==> src/rtl/winseq_pkg.sv <==
package winseq_pkg;

    // Sequencer phases, in the order a frame visits them
    typedef enum logic [2:0] {
        ST_IDLE    = 3'd0,
        ST_INT_ON  = 3'd1,
        ST_INTEG   = 3'd2,
        ST_INT_OFF = 3'd3,
        ST_BLANK   = 3'd4,
        ST_ACTIVE  = 3'd5
    } seq_state_e;

endpackage

==> src/rtl/winseq_window.sv <==
// Makes a requested window legal: even start column, start inside the array,
// extent clipped to the array edge, zero sizes raised to one.
module winseq_window #(
    parameter int COLS = 1280,
    parameter int ROWS = 1024,
    localparam int COL_W = $clog2(COLS),
    localparam int ROW_W = $clog2(ROWS),
    localparam int CW1   = COL_W + 1,
    localparam int RW1   = ROW_W + 1
) (
    input  logic [COL_W-1:0] req_col0,
    input  logic [ROW_W-1:0] req_row0,
    input  logic [CW1-1:0]   req_width,
    input  logic [RW1-1:0]   req_height,
    output logic [COL_W-1:0] win_col0,
    output logic [ROW_W-1:0] win_row0,
    output logic [CW1-1:0]   win_width,
    output logic [RW1-1:0]   win_height
);

    int c0_v, w_v, r0_v, h_v;

    always_comb begin
        // column start: even, and at most COLS-2
        c0_v = int'(req_col0) & ~1;
        if (c0_v > COLS - 2) c0_v = COLS - 2;
        w_v = int'(req_width);
        if (w_v == 0) w_v = 1;
        if (w_v > COLS - c0_v) w_v = COLS - c0_v;

        // row start: any row, at most ROWS-1
        r0_v = int'(req_row0);
        if (r0_v > ROWS - 1) r0_v = ROWS - 1;
        h_v = int'(req_height);
        if (h_v == 0) h_v = 1;
        if (h_v > ROWS - r0_v) h_v = ROWS - r0_v;

        win_col0   = COL_W'(c0_v);
        win_width  = CW1'(w_v);
        win_row0   = ROW_W'(r0_v);
        win_height = RW1'(h_v);
    end

endmodule

==> src/rtl/winseq_ctrl.sv <==
// Frame sequencer: exposure bracket, then per row a blanking phase and an
// active phase. All settings are captured when the start request is taken.
module winseq_ctrl
    import winseq_pkg::*;
#(
    parameter int COLS  = 1280,
    parameter int ROWS  = 1024,
    parameter int CNT_W = 24,
    localparam int COL_W = $clog2(COLS),
    localparam int ROW_W = $clog2(ROWS),
    localparam int CW1   = COL_W + 1,
    localparam int RW1   = ROW_W + 1
) (
    input  logic             clk,
    input  logic             rst,
    input  logic             start_req,
    input  logic [COL_W-1:0] win_col0,
    input  logic [ROW_W-1:0] win_row0,
    input  logic [CW1-1:0]   win_width,
    input  logic [RW1-1:0]   win_height,
    input  logic [CNT_W-1:0] integ_len,
    input  logic [CNT_W-1:0] blank_len,
    output logic             integ_begin,
    output logic             integ_end,
    output logic             row_clk,
    output logic             row_first,
    output logic             pix_valid,
    output logic [COL_W-1:0] pix_col,
    output logic [ROW_W-1:0] pix_row,
    output logic             busy,
    output logic             frame_done
);

    typedef struct packed {
        seq_state_e       st;
        logic [CNT_W-1:0] cnt;       // cycles left in integration or blanking
        logic [CW1-1:0]   px;        // pixel index within the row
        logic [RW1-1:0]   rix;       // row index within the window
        logic [COL_W-1:0] col0;
        logic [ROW_W-1:0] row0;
        logic [CW1-1:0]   wid;
        logic [RW1-1:0]   hgt;
        logic [CNT_W-1:0] blank_m1;
        logic             done;
    } seq_regs_t;

    seq_regs_t r_d, r_q;
    logic [CNT_W-1:0] integ_m1_w;
    logic [CNT_W-1:0] blank_m1_w;
    logic             last_px;
    logic             last_row;

    always_comb begin
        integ_m1_w = (integ_len == '0) ? '0 : integ_len - CNT_W'(1);
        blank_m1_w = (blank_len == '0) ? '0 : blank_len - CNT_W'(1);
        last_px    = (r_q.px == r_q.wid - CW1'(1));
        last_row   = (r_q.rix == r_q.hgt - RW1'(1));

        r_d      = r_q;
        r_d.done = 1'b0;
        unique case (r_q.st)
            ST_IDLE: begin
                if (start_req) begin
                    r_d.st       = ST_INT_ON;
                    r_d.cnt      = integ_m1_w;
                    r_d.col0     = win_col0;
                    r_d.row0     = win_row0;
                    r_d.wid      = win_width;
                    r_d.hgt      = win_height;
                    r_d.blank_m1 = blank_m1_w;
                end
            end
            ST_INT_ON: r_d.st = ST_INTEG;
            ST_INTEG: begin
                if (r_q.cnt == '0) r_d.st = ST_INT_OFF;
                else               r_d.cnt = r_q.cnt - CNT_W'(1);
            end
            ST_INT_OFF: begin
                r_d.st  = ST_BLANK;
                r_d.cnt = r_q.blank_m1;
                r_d.rix = '0;
            end
            ST_BLANK: begin
                if (r_q.cnt == '0) begin
                    r_d.st = ST_ACTIVE;
                    r_d.px = '0;
                end else begin
                    r_d.cnt = r_q.cnt - CNT_W'(1);
                end
            end
            ST_ACTIVE: begin
                if (!last_px) begin
                    r_d.px = r_q.px + CW1'(1);
                end else if (last_row) begin
                    r_d.st   = ST_IDLE;
                    r_d.done = 1'b1;
                end else begin
                    r_d.st  = ST_BLANK;
                    r_d.cnt = r_q.blank_m1;
                    r_d.rix = r_q.rix + RW1'(1);
                end
            end
            default: r_d.st = ST_IDLE;
        endcase
    end

    always_ff @(posedge clk) begin
        if (rst) r_q <= '0;
        else     r_q <= r_d;
    end

    always_comb begin
        integ_begin = (r_q.st == ST_INT_ON);
        integ_end   = (r_q.st == ST_INT_OFF);
        row_clk     = (r_q.st == ST_BLANK) && (r_q.cnt == r_q.blank_m1);
        row_first   = row_clk && (r_q.rix == '0);
        pix_valid   = (r_q.st == ST_ACTIVE);
        pix_col     = pix_valid ? COL_W'(CW1'(r_q.col0) + r_q.px) : '0;
        pix_row     = pix_valid ? ROW_W'(RW1'(r_q.row0) + r_q.rix) : '0;
        busy        = (r_q.st != ST_IDLE);
        frame_done  = r_q.done;
    end

    // captured window and blanking stay fixed for the whole frame
    p_cfg_hold_r9: assert property (@(posedge clk) disable iff (rst)
        (busy && $past(busy)) |-> ($stable(r_q.col0) && $stable(r_q.row0) &&
                                   $stable(r_q.wid) && $stable(r_q.hgt) &&
                                   $stable(r_q.blank_m1)));

    // exposure begin always leads into the counted integration window
    p_integ_seq_r1: assert property (@(posedge clk) disable iff (rst)
        integ_begin |=> (r_q.st == ST_INTEG));

    // a row pulse is never repeated in the next cycle
    p_row_clk_single_r2: assert property (@(posedge clk) disable iff (rst)
        row_clk |=> !row_clk);

endmodule

==> src/rtl/winseq_top.sv <==
module winseq_top #(
    parameter int COLS  = 1280,
    parameter int ROWS  = 1024,
    parameter int CNT_W = 24,
    localparam int COL_W = $clog2(COLS),
    localparam int ROW_W = $clog2(ROWS),
    localparam int CW1   = COL_W + 1,
    localparam int RW1   = ROW_W + 1
) (
    input  logic             clk,
    input  logic             rst,
    input  logic             start_req,
    input  logic [COL_W-1:0] cfg_col0,
    input  logic [ROW_W-1:0] cfg_row0,
    input  logic [CW1-1:0]   cfg_width,
    input  logic [RW1-1:0]   cfg_height,
    input  logic [CNT_W-1:0] cfg_integ,
    input  logic [CNT_W-1:0] cfg_blank,
    output logic             integ_begin,
    output logic             integ_end,
    output logic             row_clk,
    output logic             row_first,
    output logic             pix_valid,
    output logic [COL_W-1:0] pix_col,
    output logic [ROW_W-1:0] pix_row,
    output logic             busy,
    output logic             frame_done
);

    logic [COL_W-1:0] win_col0;
    logic [ROW_W-1:0] win_row0;
    logic [CW1-1:0]   win_width;
    logic [RW1-1:0]   win_height;

    winseq_window #(.COLS(COLS), .ROWS(ROWS)) u_window (
        .req_col0   (cfg_col0),
        .req_row0   (cfg_row0),
        .req_width  (cfg_width),
        .req_height (cfg_height),
        .win_col0   (win_col0),
        .win_row0   (win_row0),
        .win_width  (win_width),
        .win_height (win_height)
    );

    winseq_ctrl #(.COLS(COLS), .ROWS(ROWS), .CNT_W(CNT_W)) u_ctrl (
        .clk         (clk),
        .rst         (rst),
        .start_req   (start_req),
        .win_col0    (win_col0),
        .win_row0    (win_row0),
        .win_width   (win_width),
        .win_height  (win_height),
        .integ_len   (cfg_integ),
        .blank_len   (cfg_blank),
        .integ_begin (integ_begin),
        .integ_end   (integ_end),
        .row_clk     (row_clk),
        .row_first   (row_first),
        .pix_valid   (pix_valid),
        .pix_col     (pix_col),
        .pix_row     (pix_row),
        .busy        (busy),
        .frame_done  (frame_done)
    );

    // strobes from different phases never coincide
    p_strobe_excl_r3: assert property (@(posedge clk) disable iff (rst)
        $onehot0({integ_begin, integ_end, row_clk, pix_valid}));

    // consecutive valid pixels step the column by one
    p_col_step_r4: assert property (@(posedge clk) disable iff (rst)
        (pix_valid && $past(pix_valid)) |-> (pix_col == $past(pix_col) + COL_W'(1)));

    // each row's first pixel sits on an even column
    p_even_start_r5: assert property (@(posedge clk) disable iff (rst)
        (pix_valid && !$past(pix_valid)) |-> (pix_col[0] == 1'b0));

    // no valid pixel outside the array
    p_in_array_r6: assert property (@(posedge clk) disable iff (rst)
        pix_valid |-> ((int'(pix_col) < COLS) && (int'(pix_row) < ROWS)));

    // completion pulse follows the end of busy
    p_done_after_busy_r8: assert property (@(posedge clk) disable iff (rst)
        frame_done |-> (!busy && $past(busy)));

    // the first-row marker only accompanies a row pulse
    p_first_with_clk_r2: assert property (@(posedge clk) disable iff (rst)
        row_first |-> row_clk);

endmodule

==> config.mk <==
export PLATFORM = sky130hd
export DESIGN_NAME = winseq_top
export DESIGN_NICKNAME = d
export VERILOG_FILES = /design/src/rtl/winseq_pkg.sv /design/src/rtl/winseq_window.sv /design/src/rtl/winseq_ctrl.sv /design/src/rtl/winseq_top.sv
export SDC_FILE = /design/constraint.sdc
export NUM_CORES = 1
export LEC_CHECK = 0
export BUFFER_PORTS_ARGS = -buffer_cell sky130_fd_sc_hd__buf_2
export CAP_MARGIN = 25
export CORE_MARGIN = 5
export CORE_UTILIZATION = 60
export CTS_CLUSTER_SIZE = 20
export DETAILED_ROUTE_END_ITERATION = 8
export GPL_ROUTABILITY_DRIVEN = 1
export PLACE_DENSITY = 0.82
export SLEW_MARGIN = 5
export SYNTH_ARGS = -nofsm -noshare
export SYNTH_HDL_FRONTEND = slang
export SYNTH_HIERARCHICAL = 1
export SYNTH_SLANG_ARGS = --single-unit
==> constraint.sdc <==
create_clock -name clk -period 5 [get_ports clk]
set_input_delay 0.25 -clock clk [delete_from_list [all_inputs] [get_ports clk]]
set_output_delay 0.25 -clock clk [all_outputs]
set_load 0.03 [all_outputs]
==> reports/qor.log, run 1 <==
INFO  route          route.final.wire_length=26.9mm
INFO  worst_setup_path path_delay_family=compound AO/OA/AOI/OAI gates
INFO  route          met3_length=2.25mm
INFO  synth          edff_count_synth=0
INFO  route          vias=9664
INFO  global_routing grt-ovfl-total=0
INFO  pwr            powerDensity=301nW/µm²
INFO  synth          synth_largest_type_area_fraction=24.4%
INFO  run            maxcap_violations=0
INFO  floorplan      die_h=137µm
INFO  route          drcViolationCount=0
INFO  global_routing vias_in_the_first_global_route=8961
INFO  route          top_signal_layer_used=met4
INFO  synth          synth-seq-cells=119
INFO  worst_setup_path r2r-start=u_ctrl/r_q[25]
INFO  pwr            power_leakage=4.46nW
INFO  min_path       worstHoldPathCells=3
INFO  floorplan      initial_core_util=61.2%
INFO  floorplan      area_of_the_die=18900µm²
INFO  min_path       hold_path.startpoint=cfg_row0[4]
INFO  clock_network  clk_root_buffer_cell=sky130_fd_sc_hd__clkbuf_16
INFO  floorplan      ios=123
INFO  worst_setup_path crit_arrival=4.01ns
INFO  timing         tightestPinTransition=1.08ns
INFO  place          io_buffers=121
INFO  pwr            switching_power=1.05mW
INFO  finish         fraction_of_final_layout_cells_with_drive_strength_greater_than_1=14.4%
INFO  place          hpwlAfterDp=19.5mm
INFO  route          drt-vias-per-instance=6.14
INFO  finish         multi_input_combinational_cell_area=6740µm²
INFO  timing         hold_ws=0.102ns
INFO  synth          synth_async_reset_ratio=0%
INFO  clock_network  cts_inserted_buffers=17
INFO  worst_setup_path critPathCaptureType=flip-flop
INFO  clock_network  cts-htree-levels=4
INFO  pwr            vdd_drop_max=282µV
INFO  timing         totalNegativeSetupSlack=0ns
INFO  synth          post_synth_instance_area=9750µm²
INFO  global_routing initial_antenna_violation_count=0
INFO  worst_setup_path crit_buf_inv=1
INFO  finish         areaGrowthSynthToFinish=12.0%
INFO  synth          synth_top_flop_cell=sky130_fd_sc_hd__dfxtp_1
INFO  clock_network  cts.hold.buffers_added=0
INFO  route          met2_wirelength=12.1mm
INFO  finish         diodes=0
INFO  timing         rsz0062_at_grt=no
INFO  clock_network  clock_sinks=119
INFO  global_routing grt.total_usage=28.4%
INFO  synth          synth.yosys.warnings=6
INFO  synth          ys_top_cells_by_count=sky130_fd_sc_hd__nand2_1, sky130_fd_sc_hd__a21oi_1, sky130_fd_sc_hd__dfxtp_1
INFO  worst_setup_path worst_path_max_delay_cell=sky130_fd_sc_hd__o311a_1
INFO  synth          post_synth.cell_area_avg=7.57µm²
INFO  clock_network  post_cts_buffers=0
INFO  clock_network  clock_path_buffers=2
INFO  route          antenna_left=0
INFO  min_path       hold_path_class=in2reg
INFO  floorplan      core_area=15900µm²
INFO  pwr            cell_internal_pwr=2.24mW
INFO  worst_setup_path critical_path.startpoint_type=flip-flop
INFO  finish         final_nets=1495
INFO  route          drtIter0Drc=971
INFO  worst_setup_path setup.reg_to_reg.worst_slack=1.24ns
INFO  timing         timing.fmax=266MHz
INFO  clock_network  cts_tree=done
INFO  route          avgRoutedWirePerCell=17.1µm
INFO  floorplan      rows=46
INFO  worst_setup_path worstRegToRegCells=9
INFO  worst_setup_path largest_fanout_of_any_net_on_the_critical_path=14
INFO  synth          netlist_instances=1288
INFO  global_routing grt_start_max_net_pins=84
INFO  pwr            clkPwrFrac=39.0%
INFO  route          m1WireLength=12.2mm
INFO  timing         final_max_slew_viol_count=0
INFO  worst_setup_path reg2reg_to=u_ctrl/r_q[92]
INFO  timing         post-route-period-util=75.1%
INFO  synth          synthDominantAreaCellType=sky130_fd_sc_hd__dfxtp_1
INFO  clock_network  path_clk_slew=0.05ns
INFO  place          routabilityCongestion=0.945
INFO  synth          synth.top_cells.by_area=sky130_fd_sc_hd__dfxtp_1, sky130_fd_sc_hd__xnor2_1, sky130_fd_sc_hd__ha_1
INFO  clock_network  worst_skew_pair.late_latency=0.42ns
INFO  floorplan      die_x=137µm
INFO  timing         finalCriticalPeriod=3.76ns
INFO  pwr            power.combinational.fraction=26.4%
INFO  worst_setup_path worstPathRequired=5.25ns
INFO  synth          synthMostInstantiatedCell=sky130_fd_sc_hd__nand2_1
INFO  clock_network  cts.repair.resized=0
INFO  worst_setup_path worstSetupPathType=reg2reg
INFO  finish         fillers=1375
INFO  pwr            power_switching_share=31.9%
INFO  min_path       min_delay_worst_endpoint=u_ctrl/r_q[52]
INFO  timing         slew_headroom=27.5%
INFO  finish         register_area=2380µm²
INFO  route          detail_route.first_pass.iterations=8
INFO  timing         finalSetupViolations=0
INFO  worst_setup_path crit_path_cell_trace=inv_1 -> ha_1 -> or4b_1 -> or3_4 -> a2111oi_4 -> o2111ai_2 -> o311a_1 -> nand2_1 -> a211oi_2
INFO  timing         setup_clock_skew_after_layout=0.00730ns
INFO  worst_setup_path worst_path_largest_cell_delay=0.64ns
INFO  timing         timing.final.hold_violations=0
INFO  synth          synth_sequential_area_ratio=24.4%
INFO  global_routing grt_pass1_wl=43.3mm
INFO  synth          synth_cell_type_count=88
INFO  outcome        run_status=complete, no violations
INFO  pwr            seq_power_share=34.6%
logic make-up (layout without fill, tap and decap cells):
group | after synthesis | in the layout | synth area share, %
other cells | 2 | 3 | 0.0770
buf+inv | 149 | 218 | 6.51
mux | 34 | 34 | 3.53
xor+xnor | 129 | 129 | 11.7
flops | 119 | 119 | 24.4
simple gates | 493 | 493 | 25.1
compound gates | 308 | 308 | 21.6
fa+ha+maj | 54 | 54 | 7.08
worst min-delay path, delay by kind of cell:
kind	cells	cell delay, ns
compound gates	1	0.05
buf+inv	1	0.12
simple gates	1	0.05
per-layer routing:
layer,track usage [%],vias to the layer above
li1,-,4745
met1,40.2,4507
met2,44.2,387
met3,5.66,25
met4,7.26,0
met5,0,-
through the flow:
step	power [mW]	cell area (µm²)	utilization [%]	instances	setup WS, ns
floorplan	1.78	9750	-	1289	1.99
global placement	1.97	10300	64.5	1542	1.33
detailed placement	2.00	10300	64.5	1542	1.28
CTS	3.28	10900	68.5	1573	1.27
global route	3.45	10900	68.5	1574	1.05
finish	3.29	10900	68.5	1574	1.24
cell type report:
| class | instances | area share (%) |
|---|---|---|
| multi-input combinational | 1021 | 61.7 |
| sequential | 119 | 21.8 |
| timing repair buffer | 134 | 6.44 |
| clock buffer | 24 | 4.69 |
| tap | 216 | 2.47 |
| inverter | 53 | 1.82 |
| clock inverter | 7 | 1.05 |
sequential cells by signal, indices dropped and copies added (netlist names):
name and count:
u_ctrl/frame_done 1, u_ctrl/r_q 118
power groups by stage:
stage | clock, mW | combinational [mW] | sequential (mW)
global route | 1.35 | 0.958 | 1.15
CTS | 1.29 | 0.855 | 1.13
floorplan | 0 | 0.672 | 1.11
global placement | 0 | 0.823 | 1.15
finish | 1.28 | 0.867 | 1.14
detailed placement | 0 | 0.845 | 1.15
cell usage in the layout (no fill, tap or decap), drive strengths merged, types with 27 or more instances in the layout:
cell / instances
a21oi: 122
a22oi: 28
buf: 134
dfxtp: 119
ha: 52
inv: 52
mux2i: 31
nand2: 145
nand3: 30
nor2: 108
nor3: 55
nor4: 30
o31ai: 27
xnor2: 87
xor2: 42
worst max path at each step:
| stage | from | slack, ns | cells after the start | to |
|---|---|---|---|---|
| 2_1_floorplan | u_ctrl/r_q[25] | 1.99 | 10 | u_ctrl/r_q[100] |
| 3_3_place_gp | u_ctrl/r_q[25] | 1.33 | 9 | u_ctrl/r_q[103] |
| 3_5_place_dp | u_ctrl/r_q[25] | 1.28 | 9 | u_ctrl/r_q[103] |
| 4_1_cts | u_ctrl/r_q[25] | 1.27 | 9 | u_ctrl/r_q[92] |
| 5_1_grt | u_ctrl/r_q[80] | 1.05 | 10 | pix_col[10] |
| 6_report | u_ctrl/r_q[25] | 1.24 | 9 | u_ctrl/r_q[92] |
Note: power is estimated with default switching activity, not from simulation.
==> run 2, diff against run 1 <==
--- a/config.mk
+++ b/config.mk
@@ -5,14 +5,15 @@
 export SDC_FILE = /design/constraint.sdc
 export NUM_CORES = 1
 export LEC_CHECK = 0
+export ABC_AREA = 1
 export BUFFER_PORTS_ARGS = -buffer_cell sky130_fd_sc_hd__buf_2
 export CAP_MARGIN = 25
 export CORE_MARGIN = 5
-export CORE_UTILIZATION = 60
+export CORE_UTILIZATION = 55
 export CTS_CLUSTER_SIZE = 20
 export DETAILED_ROUTE_END_ITERATION = 8
 export GPL_ROUTABILITY_DRIVEN = 1
-export PLACE_DENSITY = 0.82
+export PLACE_DENSITY = 0.79
 export SLEW_MARGIN = 5
 export SYNTH_ARGS = -nofsm -noshare
 export SYNTH_HDL_FRONTEND = slang
==> constraint.sdc (replaced) <==
create_clock -name clk -period 3.3 [get_ports clk]
set_input_delay 0.165 -clock clk [delete_from_list [all_inputs] [get_ports clk]]
set_output_delay 0.165 -clock clk [all_outputs]
set_load 0.03 [all_outputs]
==> run 2 against run 1 <==
  * Final cell count grew 31%
  * Register-to-register slack got worse by 0.80 ns
  * First-iteration DRC count shrank 4.8%
  * Utilization decreased by 5.7 points
  * Power up 150%
  * Clock skew rose by 0.0067 ns
  * Largest power group is now combinational cells
  * Wire length rose by 11%
==> reports/qor.log, run 2 <==
INFO  route          detail_route.first_pass.iterations=6
INFO  pwr            powerDensity=690nW/µm²
INFO  worst_setup_path critical_path_cell_count=15
INFO  route          drtIter0Drc=924
INFO  worst_setup_path worstPathRequired=3.64ns
INFO  timing         slew_headroom=39.4%
INFO  finish         layout_commonest_cell=sky130_fd_sc_hd__nand2_1
INFO  worst_setup_path worstRegToRegCells=18
INFO  timing         tightestPinTransition=0.908ns
INFO  min_path       hold_path.startpoint=cfg_row0[3]
INFO  synth          synth.top_cells.by_area=sky130_fd_sc_hd__dfxtp_1, sky130_fd_sc_hd__nand2_1, sky130_fd_sc_hd__nor2_1
INFO  place          io_buffers=121
INFO  synth          synth_sequential_area_ratio=22.8%
INFO  min_path       hold_path_class=in2reg
INFO  synth          synthDominantAreaCellType=sky130_fd_sc_hd__dfxtp_1
INFO  clock_network  cts-htree-levels=4
INFO  worst_setup_path crit_arrival=3.25ns
INFO  worst_setup_path r2r-start=u_ctrl/r_q[36]
INFO  worst_setup_path crit_buf_inv=4
INFO  worst_setup_path path_delay_family=simple AND/OR/NAND/NOR gates
INFO  global_routing vias_in_the_first_global_route=10400
INFO  timing         rsz0062_at_grt=no
INFO  timing         setup_clock_skew_after_layout=0.0140ns
INFO  worst_setup_path worstSetupPathType=in2reg
INFO  synth          edff_count_synth=0
INFO  worst_setup_path crit_path_start=cfg_row0[7]
INFO  route          drcViolationCount=0
INFO  global_routing grt_start_max_net_pins=83
INFO  clock_network  clk_root_buffer_cell=sky130_fd_sc_hd__clkbuf_16
INFO  worst_setup_path critical_path.startpoint_type=input pin
INFO  floorplan      core_area=18700µm²
INFO  synth          post_synth_instance_area=10500µm²
INFO  clock_network  cts_inserted_buffers=17
INFO  floorplan      die_h=148µm
INFO  timing         timing.fmax=345MHz
INFO  timing         totalNegativeSetupSlack=0ns
INFO  place          routabilityCongestion=0.960
INFO  global_routing grt_pass1_wl=49.3mm
INFO  clock_network  post_cts_buffers=0
INFO  synth          post_synth.cell_area_avg=6.01µm²
INFO  route          avgRoutedWirePerCell=14.5µm
INFO  finish         largest_register_ffs=118
INFO  finish         layout.cell_area.non_filler=11700µm²
INFO  floorplan      die_x=148µm
INFO  timing         finalSetupViolations=0
INFO  global_routing initial_antenna_violation_count=2
INFO  clock_network  cts.hold.buffers_added=1
INFO  synth          synth_largest_type_area_fraction=22.8%
INFO  worst_setup_path reg2reg_to=u_ctrl/r_q[108]
INFO  worst_setup_path setup.reg_to_reg.worst_slack=0.44ns
INFO  timing         post-route-period-util=87.9%
INFO  finish         largest_register=u_ctrl/r_q
INFO  place          hpwlAfterDp=22.8mm
INFO  finish         areaGrowthSynthToFinish=12.3%
INFO  floorplan      area_of_the_die=21900µm²
INFO  outcome        run_status=complete, no violations
INFO  route          antenna_left=0
INFO  route          drt-vias-per-instance=5.52
INFO  clock_network  path_clk_slew=0.06ns
INFO  floorplan      initial_core_util=55.9%
INFO  synth          synth-seq-cells=119
INFO  timing         timing.final.hold_violations=0
INFO  synth          netlist_instances=1742
INFO  clock_network  clock_path_buffers=2
INFO  place          dpl-instance-area=11000µm²
INFO  floorplan      ios=123
INFO  worst_setup_path worst_path_largest_cell_delay=0.53ns
INFO  worst_setup_path critPathCaptureType=flip-flop
INFO  global_routing grt-ovfl-total=0
INFO  worst_setup_path worst_path_max_delay_cell=sky130_fd_sc_hd__dlygate4sd3_1
INFO  clock_network  cts_tree=done
INFO  finish         final_nets=1959
INFO  synth          ys_top_cells_by_count=sky130_fd_sc_hd__nand2_1, sky130_fd_sc_hd__nor2_1, sky130_fd_sc_hd__inv_1
INFO  route          route.final.wire_length=29.9mm
INFO  run            maxcap_violations=0
INFO  finish         fraction_of_final_layout_cells_with_drive_strength_greater_than_1=11.8%
INFO  finish         layout_common_cells=sky130_fd_sc_hd__nand2_1, sky130_fd_sc_hd__nor2_1, sky130_fd_sc_hd__inv_1
INFO  route          vias=11300
INFO  clock_network  clock_sinks=119
INFO  floorplan      rows=50
INFO  global_routing grt.total_usage=27.0%
INFO  synth          synth_top_flop_cell=sky130_fd_sc_hd__dfxtp_1
INFO  worst_setup_path largest_fanout_of_any_net_on_the_critical_path=22
INFO  pwr            vdd_drop_max=467µV
INFO  worst_setup_path worstSetupEndpoint=u_ctrl/r_q[33]
INFO  synth          synthMostInstantiatedCell=sky130_fd_sc_hd__nand2_1
INFO  synth          synth_cell_type_count=54
INFO  pwr            power_leakage=5.44nW
INFO  synth          synth.yosys.warnings=6
INFO  clock_network  worst_skew_pair.late_latency=0.43ns
INFO  clock_network  cts.repair.resized=0
INFO  worst_setup_path crit_path_cell_trace=dlygate4sd3_1 -> buf_2 -> inv_1 -> nand4_1 -> nor4_1 -> inv_1 -> ha_1 -> nand2_1 -> nor2_1 -> nand3_1 -> nand3_1 -> nand2_1 -> o21ai_0 -> o21ai_0 -> a21oi_1
INFO  timing         finalCriticalPeriod=2.90ns
INFO  synth          synth_async_reset_ratio=0%
INFO  finish         fin_util=62.8%
INFO  timing         final_max_slew_viol_count=0
INFO  min_path       worstHoldPathCells=3
INFO  finish         diodes=0
## run 2: per-stage QoR
step           worst slack (ns)  power (mW)  hold slack (ns)  instances
2_1_floorplan             0.762        5.08            0.358       1743
3_3_place_gp              0.336        5.82            0.439       2023
3_5_place_dp              0.229        5.90            0.455       2023
4_1_cts                   0.432        8.07          0.00267       2056
5_1_grt                  0.0215        8.77           0.0111       2057
6_report                  0.399        8.11          0.00846       2057
## run 2: per-layer routing
metal	vias to the layer above	track usage (%)	wire length [µm]
met4	4	6.93	497
met5	-	0	21
met3	54	5.18	2430
met2	418	45.6	13700
li1	5761	-	-
met1	5109	35.6	13200
## run 2: power by group
part	leakage (nW)	switching, mW	total [mW]	internal (mW)
Combinational	4.14	2.54	3.83	1.29
Sequential	0.975	0.385	2.15	1.77
Clock	0.321	0.692	2.13	1.44
Total	5.44	3.61	8.11	4.49
## run 2: final cells by class
cell class,count,area [µm²]
clock buffer,20,447
fill,1784,6960
tap,234,293
clock inverter,12,223
sequential,119,2380
inverter,185,698
timing repair buffer,133,718
multi-input combinational,1354,6990
## run 2: worst min-delay path, delay by kind of cell
family | cells | cell delay, ns
buf+inv | 1 | 0.11
simple gates | 1 | 0.06
compound gates | 1 | 0.06
## run 2: cell families (layout without fill, tap and decap cells)
| logic type | count (synthesis) | after routing | synth area share, % |
|---|---|---|---|
| AOI/OAI and AO/OA | 266 | 266 | 14.2 |
| xor gates and xnor gates | 89 | 89 | 7.45 |
| adders and majority gates | 54 | 54 | 6.60 |
| buffers and inverters | 270 | 350 | 10.6 |
| DFF | 119 | 119 | 22.8 |
| other | 2 | 3 | 0.0718 |
| and+or+nand+nor | 942 | 942 | 38.3 |
## run 2: worst min-delay path by stage
stage	to
3_5_place_dp	u_ctrl/r_q[55]
5_1_grt	u_ctrl/r_q[51]
6_report	u_ctrl/r_q[51]
3_3_place_gp	u_ctrl/r_q[51]
4_1_cts	u_ctrl/r_q[51]
2_1_floorplan	u_ctrl/r_q[23]
==> run 3, diff against run 2 <==
--- a/config.mk
+++ b/config.mk
@@ -13,7 +13,7 @@
 export CTS_CLUSTER_SIZE = 20
 export DETAILED_ROUTE_END_ITERATION = 8
 export GPL_ROUTABILITY_DRIVEN = 1
-export PLACE_DENSITY = 0.79
+export PLACE_DENSITY = 0.91
 export SLEW_MARGIN = 5
 export SYNTH_ARGS = -nofsm -noshare
 export SYNTH_HDL_FRONTEND = slang
==> run 3 against run 2 <==
  * Largest cell class unchanged
  * Sequential power is essentially flat
  * Critical path type is now reg2out
  * Highest routed layer is now met4
  * Combinational power about the same
  * Sequential share of layout area increased by 0.17 points
  * Clock-buffer cell count is 1 higher
  * Hold slack improved by 0.022 ns
==> reports/qor.log, run 3 (synthesized netlist as in run 2, its figures left out) <==
INFO  route          drcViolationCount=0
INFO  finish         layout.cell_area.non_filler=11600µm²
INFO  global_routing vias_in_the_first_global_route=10700
INFO  finish         layout_commonest_cell=sky130_fd_sc_hd__nand2_1
INFO  global_routing grt_pass1_wl=48.9mm
INFO  route          avgRoutedWirePerCell=14.4µm
INFO  pwr            power_leakage=5.38nW
INFO  worst_setup_path critPathCaptureType=output pin
INFO  timing         tightestPinTransition=1.03ns
INFO  clock_network  clock_sinks=119
INFO  clock_network  clock_path_buffers=2
INFO  timing         finalSetupViolations=0
INFO  place          routabilityCongestion=0.945
INFO  floorplan      initial_core_util=55.9%
INFO  floorplan      ios=123
INFO  worst_setup_path worstSetupPathType=reg2out
INFO  timing         rsz0062_at_grt=no
INFO  timing         finalCriticalPeriod=2.95ns
INFO  clock_network  clk_root_buffer_cell=sky130_fd_sc_hd__clkbuf_16
INFO  finish         largest_register_ffs=118
INFO  route          route.final.wire_length=29.7mm
INFO  floorplan      die_x=148µm
INFO  route          detail_route.first_pass.iterations=7
INFO  global_routing grt.total_usage=26.5%
INFO  timing         post-route-period-util=89.3%
INFO  floorplan      die_h=148µm
INFO  route          drt-vias-per-instance=5.64
INFO  finish         areaGrowthSynthToFinish=11.3%
INFO  min_path       hold_path_class=in2reg
INFO  finish         layoutNonFillerInstCount=2056
INFO  finish         diodes=0
INFO  global_routing initial_antenna_violation_count=0
INFO  timing         totalNegativeSetupSlack=0ns
INFO  clock_network  path_clk_slew=0.06ns
INFO  clock_network  cts-htree-levels=4
INFO  place          io_buffers=121
INFO  finish         layout_common_cells=sky130_fd_sc_hd__nand2_1, sky130_fd_sc_hd__nor2_1, sky130_fd_sc_hd__inv_1
INFO  timing         setup_slack_of_the_critical_path_after_layout=0.354ns
INFO  worst_setup_path largest_fanout_of_any_net_on_the_critical_path=7
INFO  route          drtIter0Drc=1237
INFO  pwr            vdd_drop_max=435µV
INFO  pwr            finalPower=7.85mW
INFO  timing         final_max_slew_viol_count=0
INFO  timing         timing.fmax=339MHz
INFO  place          pre_cts_slack=0.275ns
INFO  global_routing grt_start_max_net_pins=83
INFO  global_routing grt-ovfl-total=0
INFO  route          vias=11600
INFO  run            maxcap_violations=0
INFO  route          antenna_left=0
INFO  worst_setup_path worstPathRequired=3.13ns
INFO  timing         slew_headroom=31.5%
INFO  place          hpwlAfterDp=22.3mm
INFO  worst_setup_path critical_path.startpoint_type=flip-flop
INFO  pwr            powerDensity=674nW/µm²
INFO  floorplan      area_of_the_die=21900µm²
INFO  floorplan      core_area=18700µm²
INFO  clock_network  cts_inserted_buffers=17
INFO  finish         final_nets=1958
INFO  clock_network  worst_skew_pair.late_latency=0.41ns
INFO  place          dpl-instance-area=11000µm²
INFO  timing         setup_clock_skew_after_layout=0.00646ns
INFO  floorplan      rows=50
INFO  clock_network  cts_tree=done
INFO  place          dpl.cell_count=2023
INFO  timing         timing.final.hold_violations=0
INFO  worst_setup_path crit_arrival=2.78ns
INFO  finish         fraction_of_final_layout_cells_with_drive_strength_greater_than_1=11.9%
INFO  outcome        run_status=complete, no violations
INFO  finish         largest_register=u_ctrl/r_q
==> run 3: per-stage QoR <==
| step | hold WS [ns] | utilization [%] |
|---|---|---|
| 2_1_floorplan | 0.358 | - |
| 3_3_place_gp | 0.431 | 59.0 |
| 3_5_place_dp | 0.438 | 59.0 |
| 4_1_cts | 0.0150 | 62.2 |
| 5_1_grt | 0.0224 | 62.3 |
| 6_report | 0.0303 | 62.3 |
==> run 3: worst paths after layout <==
path | start | end | slack [ns] | depth (start not counted)
hold / removal | cfg_row0[7] | u_ctrl/r_q[55] | 0.03 | 3
setup reg to reg | u_ctrl/r_q[36] | u_ctrl/r_q[100] | 0.47 | 18
setup / recovery | u_ctrl/r_q[69] | pix_row[8] | 0.35 | 13
hold reg to reg | u_ctrl/r_q[54] | u_ctrl/r_q[54] | 0.47 | 2
==> run 3: final cells by class <==
| class | instances | area, µm² |
|---|---|---|
| clock buffer | 21 | 470 |
| sequential | 119 | 2380 |
| multi-input combinational | 1354 | 6990 |
| clock inverter | 11 | 124 |
| timing repair buffer | 132 | 691 |
| inverter | 185 | 698 |
| fill | 1660 | 7060 |
| tap | 234 | 293 |
==> run 3: repair_timing <==
action,CTS,global route
hold buffers,1,0
setup buffers,0,0
setup endpoints to repair,0,1
resized for setup,0,1
hold endpoints to repair,1,0
==> run 3: layer usage <==
| metal | part of all wire [%] | global-route usage, % | wire (µm) | up-vias |
|---|---|---|---|---|
| li1 | - | - | - | 5750 |
| met1 | 42 | 34.0 | 12600 | 5195 |
| met2 | 47 | 45.0 | 13800 | 574 |
| met3 | 8.1 | 3.83 | 2400 | 75 |
| met4 | 2.7 | 10.7 | 813 | 0 |
| met5 | 0 | 0 | 0 | - |
==> run 3: critical path, cell delays in order, from the launching register on <==
cell and delay (ns):
sky130_fd_sc_hd__dfxtp_1 0.56, sky130_fd_sc_hd__ha_1 0.33, sky130_fd_sc_hd__fa_1 0.25, sky130_fd_sc_hd__nand3_1 0.09, sky130_fd_sc_hd__nand2_1 0.11, sky130_fd_sc_hd__nand2_1 0.06
sky130_fd_sc_hd__nand2_1 0.06, sky130_fd_sc_hd__a21oi_1 0.08, sky130_fd_sc_hd__o21ai_0 0.17, sky130_fd_sc_hd__nand2_1 0.07, sky130_fd_sc_hd__nand2_1 0.07, sky130_fd_sc_hd__o21ai_0 0.08
sky130_fd_sc_hd__a21oi_1 0.19, sky130_fd_sc_hd__buf_2 0.23
==> run 3: where the power goes <==
part	internal (mW)	switching [mW]	leakage (nW)
Combinational	1.29	2.57	4.13
Sequential	1.77	0.375	0.975
Clock	1.17	0.680	0.273
